--- config.mk ---
export PLATFORM = sky130hd
export DESIGN_NAME = font_line_packer
export DESIGN_NICKNAME = d
export VERILOG_FILES = /design/src/rtl/font_pack_pkg.sv /design/src/rtl/font_set_remap.sv /design/src/rtl/font_line_scrambler.sv /design/src/rtl/font_byte_splitter.sv /design/src/rtl/font_line_packer.sv
export SDC_FILE = /design/constraint.sdc
export NUM_CORES = 1
export LEC_CHECK = 0
export ABC_CLOCK_PERIOD_IN_PS = 2750
export CORE_MARGIN = 1
export CORE_UTILIZATION = 50
export CTS_BUF_LIST = sky130_fd_sc_hd__clkbuf_4 sky130_fd_sc_hd__clkbuf_8 sky130_fd_sc_hd__clkbuf_16
export DETAILED_ROUTE_END_ITERATION = 6
export DONT_BUFFER_PORTS = 1
export GPL_TIMING_DRIVEN = 0
export PLACE_DENSITY = 0.67
export SLEW_MARGIN = 40
export SYNTH_ARGS = -nofsm -noshare
export SYNTH_HDL_FRONTEND = slang
export SYNTH_SLANG_ARGS = --single-unit
--- constraint.sdc ---
create_clock -name clk -period 2.75 [get_ports clk]
set_input_delay 0.1375 -clock clk [delete_from_list [all_inputs] [get_ports clk]]
set_output_delay 0.1375 -clock clk [all_outputs]
set_load 0.01 [all_outputs]
--- src/rtl/font_pack_pkg.sv ---
package font_pack_pkg;

   // Splitter sequencing: nothing held, first byte pending, second byte pending
   typedef enum logic [1:0] {
      SPLIT_IDLE = 2'd0,
      SPLIT_HI   = 2'd1,
      SPLIT_LO   = 2'd2
   } split_state_t;

   // Legacy code windows that carry font data (9-bit legacy code space)
   localparam int unsigned KEEP_SAME_LO  = 'h020;
   localparam int unsigned KEEP_SAME_HI  = 'h0FF;
   localparam int unsigned SMALL_SET_LO  = 'h140;
   localparam int unsigned SMALL_SET_HI  = 'h15F;
   localparam int unsigned UPPER_SETS_LO = 'h180;
   localparam int unsigned UPPER_SETS_HI = 'h1FF;
   localparam int unsigned UPPER_SHIFT   = 'h080;

endpackage

--- src/rtl/font_set_remap.sv ---
module font_set_remap
   import font_pack_pkg::*;
#(
   parameter int CHAR_W = 9
) (
   input  logic [CHAR_W-1:0] legacy_code,
   output logic [CHAR_W-1:0] new_code,
   output logic              code_kept
);

   localparam logic [CHAR_W-1:0] SAME_LO  = CHAR_W'(KEEP_SAME_LO);
   localparam logic [CHAR_W-1:0] SAME_HI  = CHAR_W'(KEEP_SAME_HI);
   localparam logic [CHAR_W-1:0] SMALL_LO = CHAR_W'(SMALL_SET_LO);
   localparam logic [CHAR_W-1:0] SMALL_HI = CHAR_W'(SMALL_SET_HI);
   localparam logic [CHAR_W-1:0] UP_LO    = CHAR_W'(UPPER_SETS_LO);
   localparam logic [CHAR_W-1:0] UP_HI    = CHAR_W'(UPPER_SETS_HI);
   localparam logic [CHAR_W-1:0] UP_SHIFT = CHAR_W'(UPPER_SHIFT);

   initial begin
      if (CHAR_W != 9)
         $error("font_set_remap: CHAR_W must be 9");
   end

   always_comb begin
      new_code  = '0;
      code_kept = 1'b0;
      if (legacy_code >= SAME_LO && legacy_code <= SAME_HI) begin
         new_code  = legacy_code;
         code_kept = 1'b1;
      end else if (legacy_code >= SMALL_LO && legacy_code <= SMALL_HI) begin
         new_code  = legacy_code - SMALL_LO;
         code_kept = 1'b1;
      end else if (legacy_code >= UP_LO && legacy_code <= UP_HI) begin
         new_code  = legacy_code - UP_SHIFT;
         code_kept = 1'b1;
      end
   end

endmodule

--- src/rtl/font_line_scrambler.sv ---
module font_line_scrambler #(
   parameter int CHAR_W = 9,
   parameter int LINE_W = 4,
   parameter int WORD_W = 12
) (
   input  logic [CHAR_W-1:0] code,
   input  logic [LINE_W-1:0] line,
   output logic [WORD_W-1:0] word
);

   localparam int LOW_W = CHAR_W - 1;

   initial begin
      if (LINE_W != 4)
         $error("font_line_scrambler: LINE_W must be 4");
      if (WORD_W != LINE_W + LOW_W)
         $error("font_line_scrambler: WORD_W must equal LINE_W + CHAR_W - 1");
   end

   logic [WORD_W-1:0] word_lower;
   logic [WORD_W-1:0] word_upper;

   assign word_lower = {line, code[LOW_W-1:0]};
   assign word_upper = {1'b1, line[3] | line[2], ~line[2], line[1], line[0],
                        code[LOW_W-2:0]};

   assign word = code[CHAR_W-1] ? word_upper : word_lower;

endmodule

--- src/rtl/font_byte_splitter.sv ---
module font_byte_splitter
   import font_pack_pkg::*;
#(
   parameter int ROW_W  = 12,
   parameter int BYTE_W = 8,
   parameter int WORD_W = 12,
   localparam int ADDR_W = WORD_W + 1,
   localparam int REST_W = ROW_W - BYTE_W
) (
   input  logic              clk,
   input  logic              rst_n,
   input  logic              ld_valid,
   output logic              ld_ready,
   input  logic [WORD_W-1:0] ld_word,
   input  logic [ROW_W-1:0]  ld_row,
   output logic              out_valid,
   input  logic              out_ready,
   output logic [ADDR_W-1:0] out_addr,
   output logic [BYTE_W-1:0] out_data,
   output logic              out_short_pulse
);

   initial begin
      if (ROW_W <= BYTE_W || ROW_W > 2 * BYTE_W)
         $error("font_byte_splitter: ROW_W must lie in (BYTE_W, 2*BYTE_W]");
   end

   split_state_t      state_q, state_d;
   logic [WORD_W-1:0] word_q;
   logic [ROW_W-1:0]  row_q;
   logic              take;
   logic [BYTE_W-1:0] hi_byte;
   logic [BYTE_W-1:0] lo_byte;

   assign ld_ready = (state_q == SPLIT_IDLE) || (state_q == SPLIT_LO && out_ready);
   assign take     = ld_valid && ld_ready;

   always_comb begin
      state_d = state_q;
      unique case (state_q)
         SPLIT_IDLE: if (take) state_d = SPLIT_HI;
         SPLIT_HI:   if (out_ready) state_d = SPLIT_LO;
         SPLIT_LO:   if (out_ready) state_d = take ? SPLIT_HI : SPLIT_IDLE;
         default:    state_d = SPLIT_IDLE;
      endcase
   end

   always_ff @(posedge clk or negedge rst_n) begin
      if (!rst_n) begin
         state_q <= SPLIT_IDLE;
         word_q  <= '0;
         row_q   <= '0;
      end else begin
         state_q <= state_d;
         if (take) begin
            word_q <= ld_word;
            row_q  <= ld_row;
         end
      end
   end

   assign hi_byte = row_q[ROW_W-1 -: BYTE_W];

   // Second byte: remaining pixels low, zero padding above them
   for (genvar gi = 0; gi < BYTE_W; gi++) begin : g_lo_bits
      if (gi < REST_W) begin : g_pix
         assign lo_byte[gi] = row_q[gi];
      end else begin : g_pad
         assign lo_byte[gi] = 1'b0;
      end
   end

   assign out_valid       = (state_q != SPLIT_IDLE);
   assign out_addr        = {word_q, state_q == SPLIT_LO};
   assign out_data        = (state_q == SPLIT_LO) ? lo_byte : hi_byte;
   assign out_short_pulse = (state_q == SPLIT_HI);

   // byte held under backpressure
   p_hold_stall_r8: assert property (@(posedge clk) disable iff (!rst_n)
      out_valid && !out_ready |=> out_valid && $stable(out_addr) && $stable(out_data)
                                  && $stable(out_short_pulse));

   // a taken first byte is followed by its odd partner
   p_pair_follow_r7: assert property (@(posedge clk) disable iff (!rst_n)
      out_valid && out_ready && !out_addr[0] |=> out_valid && out_addr == $past(out_addr) + 1'b1
                                                  && !out_short_pulse);

   // upper nibble of second byte is zero
   p_lo_pad_r7: assert property (@(posedge clk) disable iff (!rst_n)
      out_valid && out_addr[0] |-> out_data[BYTE_W-1:REST_W] == '0);

   // no new row while the first byte still waits
   p_no_take_busy_r8: assert property (@(posedge clk) disable iff (!rst_n)
      out_valid && !out_addr[0] |-> !ld_ready);

endmodule

--- src/rtl/font_line_packer.sv ---
module font_line_packer #(
   parameter int CHAR_W        = 9,
   parameter int LINE_W        = 4,
   parameter int ROW_W         = 12,
   parameter int BYTE_W        = 8,
   parameter int LINES_PER_CHR = 10,
   parameter int ERR_W         = 8,
   parameter bit ERR_SATURATE  = 1'b1,
   localparam int WORD_W = LINE_W + CHAR_W - 1,
   localparam int ADDR_W = WORD_W + 1
) (
   input  logic              clk,
   input  logic              rst_n,
   input  logic              in_valid,
   output logic              in_ready,
   input  logic [CHAR_W-1:0] in_char,
   input  logic [LINE_W-1:0] in_line,
   input  logic [ROW_W-1:0]  in_row,
   output logic              out_valid,
   input  logic              out_ready,
   output logic [ADDR_W-1:0] out_addr,
   output logic [BYTE_W-1:0] out_data,
   output logic              out_short_pulse,
   output logic [ERR_W-1:0]  err_count
);

   localparam logic [LINE_W-1:0] LINE_LIMIT = LINE_W'(LINES_PER_CHR);
   localparam logic [ERR_W-1:0]  ERR_MAX    = '1;

   initial begin
      if (LINES_PER_CHR < 1 || LINES_PER_CHR > (1 << LINE_W))
         $error("font_line_packer: LINES_PER_CHR out of range for LINE_W");
      if (ERR_W < 1)
         $error("font_line_packer: ERR_W must be positive");
   end

   logic [CHAR_W-1:0] new_code;
   logic              code_kept;
   logic              row_kept;
   logic [WORD_W-1:0] word;
   logic              ld_ready;
   logic              drop_take;

   font_set_remap #(.CHAR_W(CHAR_W)) u_remap (
      .legacy_code (in_char),
      .new_code    (new_code),
      .code_kept   (code_kept)
   );

   font_line_scrambler #(.CHAR_W(CHAR_W), .LINE_W(LINE_W), .WORD_W(WORD_W)) u_scramble (
      .code (new_code),
      .line (in_line),
      .word (word)
   );

   assign row_kept  = code_kept && (in_line < LINE_LIMIT);
   assign in_ready  = ld_ready;
   assign drop_take = in_valid && in_ready && !row_kept;

   font_byte_splitter #(.ROW_W(ROW_W), .BYTE_W(BYTE_W), .WORD_W(WORD_W)) u_split (
      .clk             (clk),
      .rst_n           (rst_n),
      .ld_valid        (in_valid && row_kept),
      .ld_ready        (ld_ready),
      .ld_word         (word),
      .ld_row          (in_row),
      .out_valid       (out_valid),
      .out_ready       (out_ready),
      .out_addr        (out_addr),
      .out_data        (out_data),
      .out_short_pulse (out_short_pulse)
   );

   // Discard counter: saturating or wrapping variant
   if (ERR_SATURATE) begin : g_err_sat
      always_ff @(posedge clk or negedge rst_n) begin
         if (!rst_n)
            err_count <= '0;
         else if (drop_take && err_count != ERR_MAX)
            err_count <= err_count + 1'b1;
      end

      // counter moves by one per discarded row until full
      p_err_step_r3: assert property (@(posedge clk) disable iff (!rst_n)
         drop_take && err_count != ERR_MAX |=> err_count == $past(err_count) + 1'b1);

      // counter stays at its maximum
      p_err_sat_r3: assert property (@(posedge clk) disable iff (!rst_n)
         err_count == ERR_MAX |=> err_count == ERR_MAX);
   end else begin : g_err_wrap
      always_ff @(posedge clk or negedge rst_n) begin
         if (!rst_n)
            err_count <= '0;
         else if (drop_take)
            err_count <= err_count + 1'b1;
      end
   end

   // counter idle when nothing is discarded
   p_err_idle_r3: assert property (@(posedge clk) disable iff (!rst_n)
      !drop_take |=> $stable(err_count));

   // a discarded row produces no new byte
   p_drop_silent_r3: assert property (@(posedge clk) disable iff (!rst_n)
      drop_take && !out_valid |=> !out_valid);

   // upper-range codes land in the upper word region
   p_upper_region_r5: assert property (@(posedge clk) disable iff (!rst_n)
      in_valid && in_ready && row_kept && new_code[CHAR_W-1]
      |=> out_valid && out_addr[ADDR_W-1 -: 3] == 3'b101 || out_addr[ADDR_W-1 -: 2] == 2'b11);

endmodule

After elaboration in Yosys (flattened, before gate mapping)

Cells that the tools add are included.

Register bits after elaboration: 34
Bits of input ports: 29
Word-level logic and storage cells: 50

Add/subtract/negate cells: 3
Magnitude comparators: 7
Eq/ne operators: 6
Mux-type cells: 13
Bitwise logic cells: 2
Reductions and logical operators: 15

Operator list:

| cell                | number |
|---|---|
| $mux 9              | 3 |
| $ge 9x9->1 const B  | 2 |
| $le 9x9->1 const B  | 2 |
| $mux 12             | 1 |
| $logic_and 1x1->1   | 10 |
| $ge 9x6->1 const B  | 1 |
| $le 9x8->1 const B  | 1 |
| $sub 9x8->9 const B | 1 |
| $sub 9x9->9 const B | 1 |
| $add 8x1->8 const B | 1 |
| $mux 8              | 1 |
| $ne 8x8->1 const B  | 1 |
| $mux 2              | 3 |
| $pmux 2 s3          | 1 |
| $lt 4x4->1 const B  | 1 |
| $mux 1              | 4 |
| $ne 2x2->1 const B  | 2 |
| $reduce_and 3->1    | 1 |
| $eq 2x1->1 const B  | 1 |
| $eq 2x2->1 const B  | 1 |
| $logic_not 2->1     | 1 |
| $ne 2x1->1 const B  | 1 |
| $reduce_bool 2->1   | 1 |
| $logic_not 1->1     | 1 |
| other kinds (3)     | 3 |

Depth between registers and ports, before layout

Gate-level depths: netlist of the first run.

Depth in word-level cells: 11
Depth in mapped cells: 9
Depth with buffers taken out: 8

Cells and area by module

A second synthesis of the first run with hierarchy kept.

Cell total of the unflattened synthesis: 183
Area total of the unflattened synthesis: 2077.0 µm²

Modules (own cells, without submodules):

| module              | times used | cells an instance | area an instance (µm²) |
|---|---|---|---|
| font_byte_splitter  | 1          | 75                | 1107.3 |
| font_line_packer    | 1          | 40                | 454.2 |
| font_set_remap      | 1          | 55                | 411.6 |
| font_line_scrambler | 1          | 13                | 103.8 |

Least setup slack after synthesis of the first run

No wires, ideal clock.

Kind: input to register
Start point: in in_char[7]
End point: reg u_split.row_q[0]
Library setup time: 0.127 ns
Arrival time: 2.088 ns
Slack: 0.535 ns
Stages on the path: 8
Path buffers: 1
Cell sequence: inv_1 -> ha_1 -> nand2_1 -> a2111oi_0 -> nor3_2 -> a311oi_4 -> buf_6 -> mux2_1

Cells in the longest elaborated chain, start to end: 8

Ends and longest elaborated chain:

| item                                     | line                     | RTL |
|---|---|---|
| start: declaration                       | font_line_packer.sv:16   | `input logic [CHAR_W-1:0] in_char,` |
| $ge 9x9->1 or $le 9x9->1 (tied branches) | font_set_remap.sv:33     | `end else if (legacy_code >= UP_LO && legacy_code <= UP_HI) begin` |
| $logic_and 1x1->1                        | font_set_remap.sv:33     |  |
| $mux 1                                   | font_set_remap.sv:33     |  |
| $mux 1                                   | font_set_remap.sv:30     | `end else if (legacy_code >= SMALL_LO && legacy_code <= SMALL_HI) begin` |
| $mux 1 *                                 | font_set_remap.sv:27     | `if (legacy_code >= SAME_LO && legacy_code <= SAME_HI) begin` |
| $logic_and 1x1->1 *                      | font_line_packer.sv:56   | `assign row_kept = code_kept && (in_line < LINE_LIMIT);` |
| $logic_and 1x1->1 *                      | font_line_packer.sv:63   | `.ld_valid (in_valid && row_kept),` |
| $logic_and 1x1->1 *                      | font_byte_splitter.sv:36 | `assign take = ld_valid && ld_ready;` |
| end signal: assignment                   | font_byte_splitter.sv:57 | `row_q <= ld_row;` |
| end: declaration                         | font_byte_splitter.sv:30 | `logic [ROW_W-1:0] row_q;` |

Every way passes the cells marked *; elsewhere a longest branch is shown, timed or not.
A chain may end at the register's enable or synchronous reset.

Final worst setup path of the first run

Start point: in in_char[7]
End point: reg u_split.row_q[1]

The elaborated chain is that of the path after synthesis.

==> run summary, run 1 <==
Worst Clk Skew: 0.006406 ns
Data arrival, critical path: 2.32 ns
initial drt markers: 35
initial antenna violation count: 0
# H-tree levels: 2
yosys warns: 0
Reg area: 850.8 sq um
RSZ-0062 raised after global routing: false
fill count: 309
Clock Tree Root: clkbuf_8
Fmax: 461.4 MHz
CTS tree: done
# hold bufs at CTS: 19
Util after Layout: 61.59%
I/O pins: 61
first-pass GRT wire length: 6499 microns
Clock Latency Late Sink: 0.28 ns
sequential power share: 52.9%
Layout area overhead: 18.01%
Netlist cell types: 45
port bufs: 0
status: finished clean
Hold/Removal Path Class: in -> reg
cell internal pwr: 1060 uW
switching portion of total power: 34.52%
Die Wd: 63.82 microns
drt drc: 0
Crit Path Class: in -> reg
cts bufs inserted: 5
Lkg Pwr: 0.0009811 uW
area of the multi-input gates: 997.2 sq um
post-CTS setup buffers: 0
WL/cell: 15.47 microns
Synth area leaders: dfrtp_1, mux2_1, ha_1, nand2_1, nor2_1
Fin Setup TNS: 0 ns
mapped cell area: 0.001911 sq mm
GP Congestion: 0.7659
Place WS: 0.1993 ns
Final setup viols: 0
CP Capture Type: flop
worst-path fanout max: 10
clock-pin slew on the worst setup and hold paths: 0.06 ns
largest net degree at the start of global routing: 35
post-detail-place hpwl: 2860 microns
final wirelength: 3913 microns
total grt overflow: 0
Synth top area share: 44.53%
# placed instances: 228
logic gate share of total power: 25.3%
area leader, netlist: dfrtp_1
Psw: 559.0 uW
Tmin final: 2.167 ns
Synth async-reset ratio: 100.0%
share of cells above drive strength 1: 9.756%
FP Rows: 22
DR vias/cell: 5.530
peak supply drop: 0.0003488 V
Inserted Diodes: 0
fin nets: 245
Antenna Nets Post-Route: 0
Post-synth EDFFs: 0
Worst Setup Start Kind: input pin
max cap viols: 0
fin cells: 253
fin. max-slew vios: 0
Worst Max-Slew Pin Slew: 0.6150 ns
ys flop type: dfrtp_1
clock power share: 21.7%
final worst slack: 0.5825 ns
Final Hold Vio Count: 0
Overall Global Routing Usage: 20.99%
CTS Sinks: 34
post-synthesis instance total: 180
worst-case clock buffer depth: 2
Synth Net Count: 219
Via Count: 1,399
Pre-antenna DRT Iters: 4
post-cts resize count: 0
Die ar.: 0.004072 sq mm
vias in the first global route: 1,473
Critical Path RT: 2.90 ns
Starting Density: 52.19%
sequential cell area fraction in the yosys report: 44.53%
relative slew slack: 58.90%
post-route clock period utilization: 78.82%
Mapped Avg Cell Area: 10.61 sq um
PwrDens: 718.2 mW/mm^2
Seq cells post-synth: 34
Die H: 63.82 microns
core area: 0.003661 sq mm
## critical path, stage by stage
cell,delay [ns]
inv_1,0.16
ha_1,0.20
nand2_1,0.06
a2111oi_1,0.59
nor3_2,0.20
a311oi_4,0.40
buf_6,0.21
mux2_1,0.34
## cells in the final DEF, fill, tap and decap left out, types with 4 or more instances in the layout
| cell type | n |
|---|---|
| ha_1 | 10 |
| mux2_1 | 20 |
| and2_1 | 6 |
| nand3_1 | 4 |
| clkbuf_8 | 6 |
| dlygate4sd3_1 | 18 |
| dfrtp_1 | 34 |
| o21ai_0 | 5 |
| inv_1 | 8 |
| nand2_1 | 28 |
| a21oi_1 | 7 |
| nor2_1 | 11 |
## sequential cells by signal, indices dropped and copies added, names as in the netlist
signal,cells
err_count,8
u_split.row_q,12
u_split.state_q,2
u_split.word_q,12
## power groups by stage
stage          Sequential [uW]  Clock, uW  Combinational, uW
6_report                   857        352                410
5_1_grt                    883        378                458
4_1_cts                    858        366                416
3_5_place_dp               869          0                380
3_3_place_gp               858          0                360
2_1_floorplan              829          0                323
## synthesized netlist by cell type, drive strengths merged (2+ instances only)
cell type   n
a31oi       2
and2        6
o21ai       6
mux2i       2
nand3b      2
dfrtp      34
inv         8
xnor2       2
nor2       11
mux2       21
nor2b       3
buf         3
nand2b      2
nor3        5
ha         10
a21oi       7
xor2        3
nand2      28
a21boi      2
nand3       4
## area by class of cell
type / count / share of cell area (%)
plain buffers: 4 / 1.498
flip-flops and latches: 34 / 37.74
well taps: 48 / 2.664
inverters: 8 / 1.332
multi-input cells: 134 / 44.23
clock buffers: 6 / 3.663
repair buffers: 19 / 8.879
## logic make-up after synthesis
family | Yosys count | share of synthesized area [%]
compound gates | 27 | 11.26
xor+xnor | 5 | 2.292
fa+ha+maj | 10 | 6.549
buf+inv | 12 | 3.340
flops | 34 | 44.53
mux | 23 | 13.43
simple gates | 69 | 18.60
## path summary, 6_finish.rpt
check,start,to,slack [ns],depth (start not counted)
max,in_char[7],u_split.row_q[1]$_DFFE_PN0P_,0.58,8
min,in_char[4],u_split.word_q[4]$_DFFE_PN0P_,0.01,1
max reg2reg,u_split.state_q[1]$_DFFE_PN0P_,u_split.row_q[1]$_DFFE_PN0P_,0.66,5
min reg2reg,u_split.row_q[8]$_DFFE_PN0P_,u_split.row_q[8]$_DFFE_PN0P_,0.48,1
max in group asynchronous,rst_n,u_split.row_q[9]$_DFFE_PN0P_,2.24,2
min in group asynchronous,rst_n,u_split.row_q[0]$_DFFE_PN0P_,0.33,2
## through the flow
step           cell area [sq um]  power (uW)  hold slack [ns]
4_1_cts                     2253        1641         0.003841
5_1_grt                     2255        1719          0.01040
6_report                    2255        1619          0.01499
3_5_place_dp                1971        1249          -0.1572
3_3_place_gp                1971        1218          -0.1573
2_1_floorplan               1911        1152          -0.1581
## metal layers
layer | track usage (%) | part of all wire [%] | vias up | wire length [microns]
met1 | 21.97 | 40 | 683 | 1548
met4 | 7.670 | 1.3 | 0 | 51
met5 | 0 | 0 | - | 0
met3 | 5.000 | 4.9 | 6 | 193
met2 | 40.03 | 54 | 38 | 2120
li1 | - | - | 672 | -
Power figures use the tool's default switching activity.
==> run 2: changes to the inputs <==
--- a/config.mk
+++ b/config.mk
@@ -5,7 +5,7 @@
 export SDC_FILE = /design/constraint.sdc
 export NUM_CORES = 1
 export LEC_CHECK = 0
-export ABC_CLOCK_PERIOD_IN_PS = 2750
+export ABC_CLOCK_PERIOD_IN_PS = 2050
 export CORE_MARGIN = 1
 export CORE_UTILIZATION = 50
 export CTS_BUF_LIST = sky130_fd_sc_hd__clkbuf_4 sky130_fd_sc_hd__clkbuf_8 sky130_fd_sc_hd__clkbuf_16
==> constraint.sdc (replaced) <==
create_clock -name clk -period 2.05 [get_ports clk]
set_input_delay 0.1025 -clock clk [delete_from_list [all_inputs] [get_ports clk]]
set_output_delay 0.1025 -clock clk [all_outputs]
set_load 0.01 [all_outputs]
==> run summary, run 2 (same netlist as run 1, synthesis figures left out) <==
status: finished clean
total grt overflow: 0 (unchanged)
post-route clock period utilization: 94.40%
Power, Total: 2233 uW (+38%)
max cap viols: 0 (unchanged)
Pre-antenna DRT Iters: 4 (unchanged)
CP Capture Type: flop
WL/cell: 15.21 microns (-1.6%)
final worst slack: 0.1148 ns (-0.4677 ns)
Overall Global Routing Usage: 21.09% (+0.095 points)
cell internal pwr: 1460 uW (+38%)
Data arrival, critical path: 2.09 ns (-0.23 ns)
Crit Path Class: in -> reg
most common cell after layout, fill and taps aside: dfrtp_1
Fmax: 516.7 MHz
fin nets: 249 (+1.6%)
relative slew slack: 59.39% (+0.49 points)
worst-path fanout max: 10 (unchanged)
initial antenna violation count: 0 (unchanged)
Place WS: -0.2678 ns (-0.4671 ns)
post-detail-place hpwl: 2829 microns (-1.1%)
Worst Setup Start Kind: input pin
Clock Latency Late Sink: 0.28 ns (about the same)
Final Hold Vio Count: 0 (unchanged)
Clock Tree Root: clkbuf_8
Slowest-stage cell, CP: nor4bb_4
Die H: 63.82 microns (unchanged)
CTS Sinks: 34 (unchanged)
port bufs: 0 (unchanged)
fill count: 289 (-6.5%)
share of cells above drive strength 1: 12.80% (+3.0 points)
Psw: 772.6 uW (+38%)
Lkg Pwr: 0.001041 uW (+6.1%)
sequential power share: 51.8% (-1.1 points)
Worst Clk Skew: 0.004494 ns (-0.001911 ns)
cts bufs inserted: 5 (unchanged)
PwrDens: 936.3 mW/mm^2 (+30%)
final wirelength: 3940 microns (+0.69%)
Critical Path RT: 2.20 ns (-0.70 ns)
# H-tree levels: 2 (unchanged)
switching portion of total power: 34.60% (+0.080 points)
Worst Max-Slew Pin Slew: 0.6028 ns (-0.01215 ns)
Die ar.: 0.004072 sq mm (unchanged)
Cell Chain, Critical Path: inv_1 -> ha_1 -> nand3b_1 -> nor4bb_4 -> nor3_4 -> a311oi_4 -> buf_6 -> mux2_1
Via Count: 1,437 (+2.7%)
Util after Layout: 65.14% (+3.6 points)
vias in the first global route: 1,509 (+2.4%)
Layout area overhead: 24.82%
worst-case clock buffer depth: 2 (unchanged)
initial drt markers: 99 (+180%)
CP peak stage delay: 0.39 ns (-0.20 ns)
RSZ-0062 raised after global routing: false
DR vias/cell: 5.548 (+0.34%)
GP Congestion: 0.8344 (+8.9%)
Inserted Diodes: 0 (unchanged)
peak supply drop: 0.0005005 V (+43%)
drt drc: 0 (unchanged)
Final setup viols: 0 (unchanged)
biggest regs: u_split.row_q (12), u_split.word_q (12), err_count (8)
Starting Density: 52.19% (unchanged)
FP Rows: 22 (unchanged)
Antenna Nets Post-Route: 0 (unchanged)
Tmin final: 1.935 ns
core area: 0.003661 sq mm (unchanged)
Die Wd: 63.82 microns (unchanged)
commonest cells after routing, fill and taps aside: dfrtp_1, nand2_1, dlygate4sd3_1
logic gate share of total power: 25.5% (+0.2 points)
clock-pin slew on the worst setup and hold paths: 0.06 ns (about the same)
Hold/Removal Path Class: in -> reg
Fin Setup TNS: 0 ns (unchanged)
largest net degree at the start of global routing: 35 (unchanged)
clock power share: 22.7% (+1.0 points)
CTS tree: done
fin. max-slew vios: 0 (unchanged)
first-pass GRT wire length: 6596 microns (+1.5%)
I/O pins: 61 (unchanged)
[run 2: timing repair]
item,CTS,global route
pin swaps,0,1
setup buffers,0,1
hold buffers,22,0
endpoints found under the setup margin,17,18
resized for setup,1,6
endpoints found under the hold margin,54,0
[run 2: path summary, 6_finish.rpt]
| path | depth (start not counted) | slack, ns | startpoint | endpoint |
|---|---|---|---|---|
| worst max register to register | 5 | 0.14 | u_split.state_q[1]$_DFFE_PN0P_ | u_split.row_q[8]$_DFFE_PN0P_ |
| min in group asynchronous | 2 | 0.27 | rst_n | err_count[7]$_DFFE_PN0P_ |
| worst max-delay path | 8 | 0.11 | in_char[7] | u_split.row_q[8]$_DFFE_PN0P_ |
| worst min-delay path | 2 | 0.01 | in_line[3] | u_split.word_q[11]$_DFFE_PN0P_ |
| worst min register to register | 1 | 0.48 | u_split.row_q[9]$_DFFE_PN0P_ | u_split.row_q[9]$_DFFE_PN0P_ |
| max in group asynchronous | 2 | 1.61 | rst_n | u_split.state_q[0]$_DFFE_PN0P_ |
[run 2: stage by stage]
stage	hold slack (ns)	std cells	instance area, sq um
floorplan	-0.1931	180	1943
global placement	-0.1924	228	2003
detailed placement	-0.1922	228	2003
CTS	0.005610	258	2332
global route	0.02412	259	2385
finish	0.01264	259	2385
[run 2: layout make-up]
cell class	instances	area (sq um)	area share (%)
Buffer	4	33.78	1.417
Clock buffer	7	90.09	3.778
Clock inverter	1	5.005	0.2099
Inverter	8	30.03	1.259
Multi-Input combinational cell	134	1077	45.17
Sequential cell	34	850.8	35.68
Tap cell	48	60.06	2.518
Timing Repair Buffer	23	237.7	9.969
[run 2: critical path: cells and delay by family]
kind,cells,cell delay (ns)
buffers and inverters,2,0.37
multiplexers,1,0.35
AO/OA/AOI/OAI,1,0.39
adder cells (fa/ha/maj),1,0.18
AND/OR/NAND/NOR,3,0.70
[run 2: power groups by stage]
stage / registers [uW] / logic [uW] / clock network (uW)
after CTS: 1160 / 565 / 526
after global placement: 1150 / 489 / 0
final: 1160 / 569 / 506
after floorplan: 1110 / 438 / 0
after global routing: 1200 / 646 / 558
after detailed placement: 1170 / 513 / 0
[run 2: per-layer routing]
layer	routed length, microns	track usage [%]	vias up	share of wire, %
li1	-	-	687	-
met1	1552	23.08	705	39
met2	2145	38.56	38	54
met3	188	6.607	7	4.8
met4	53	6.250	0	1.3
met5	0	0	-	0
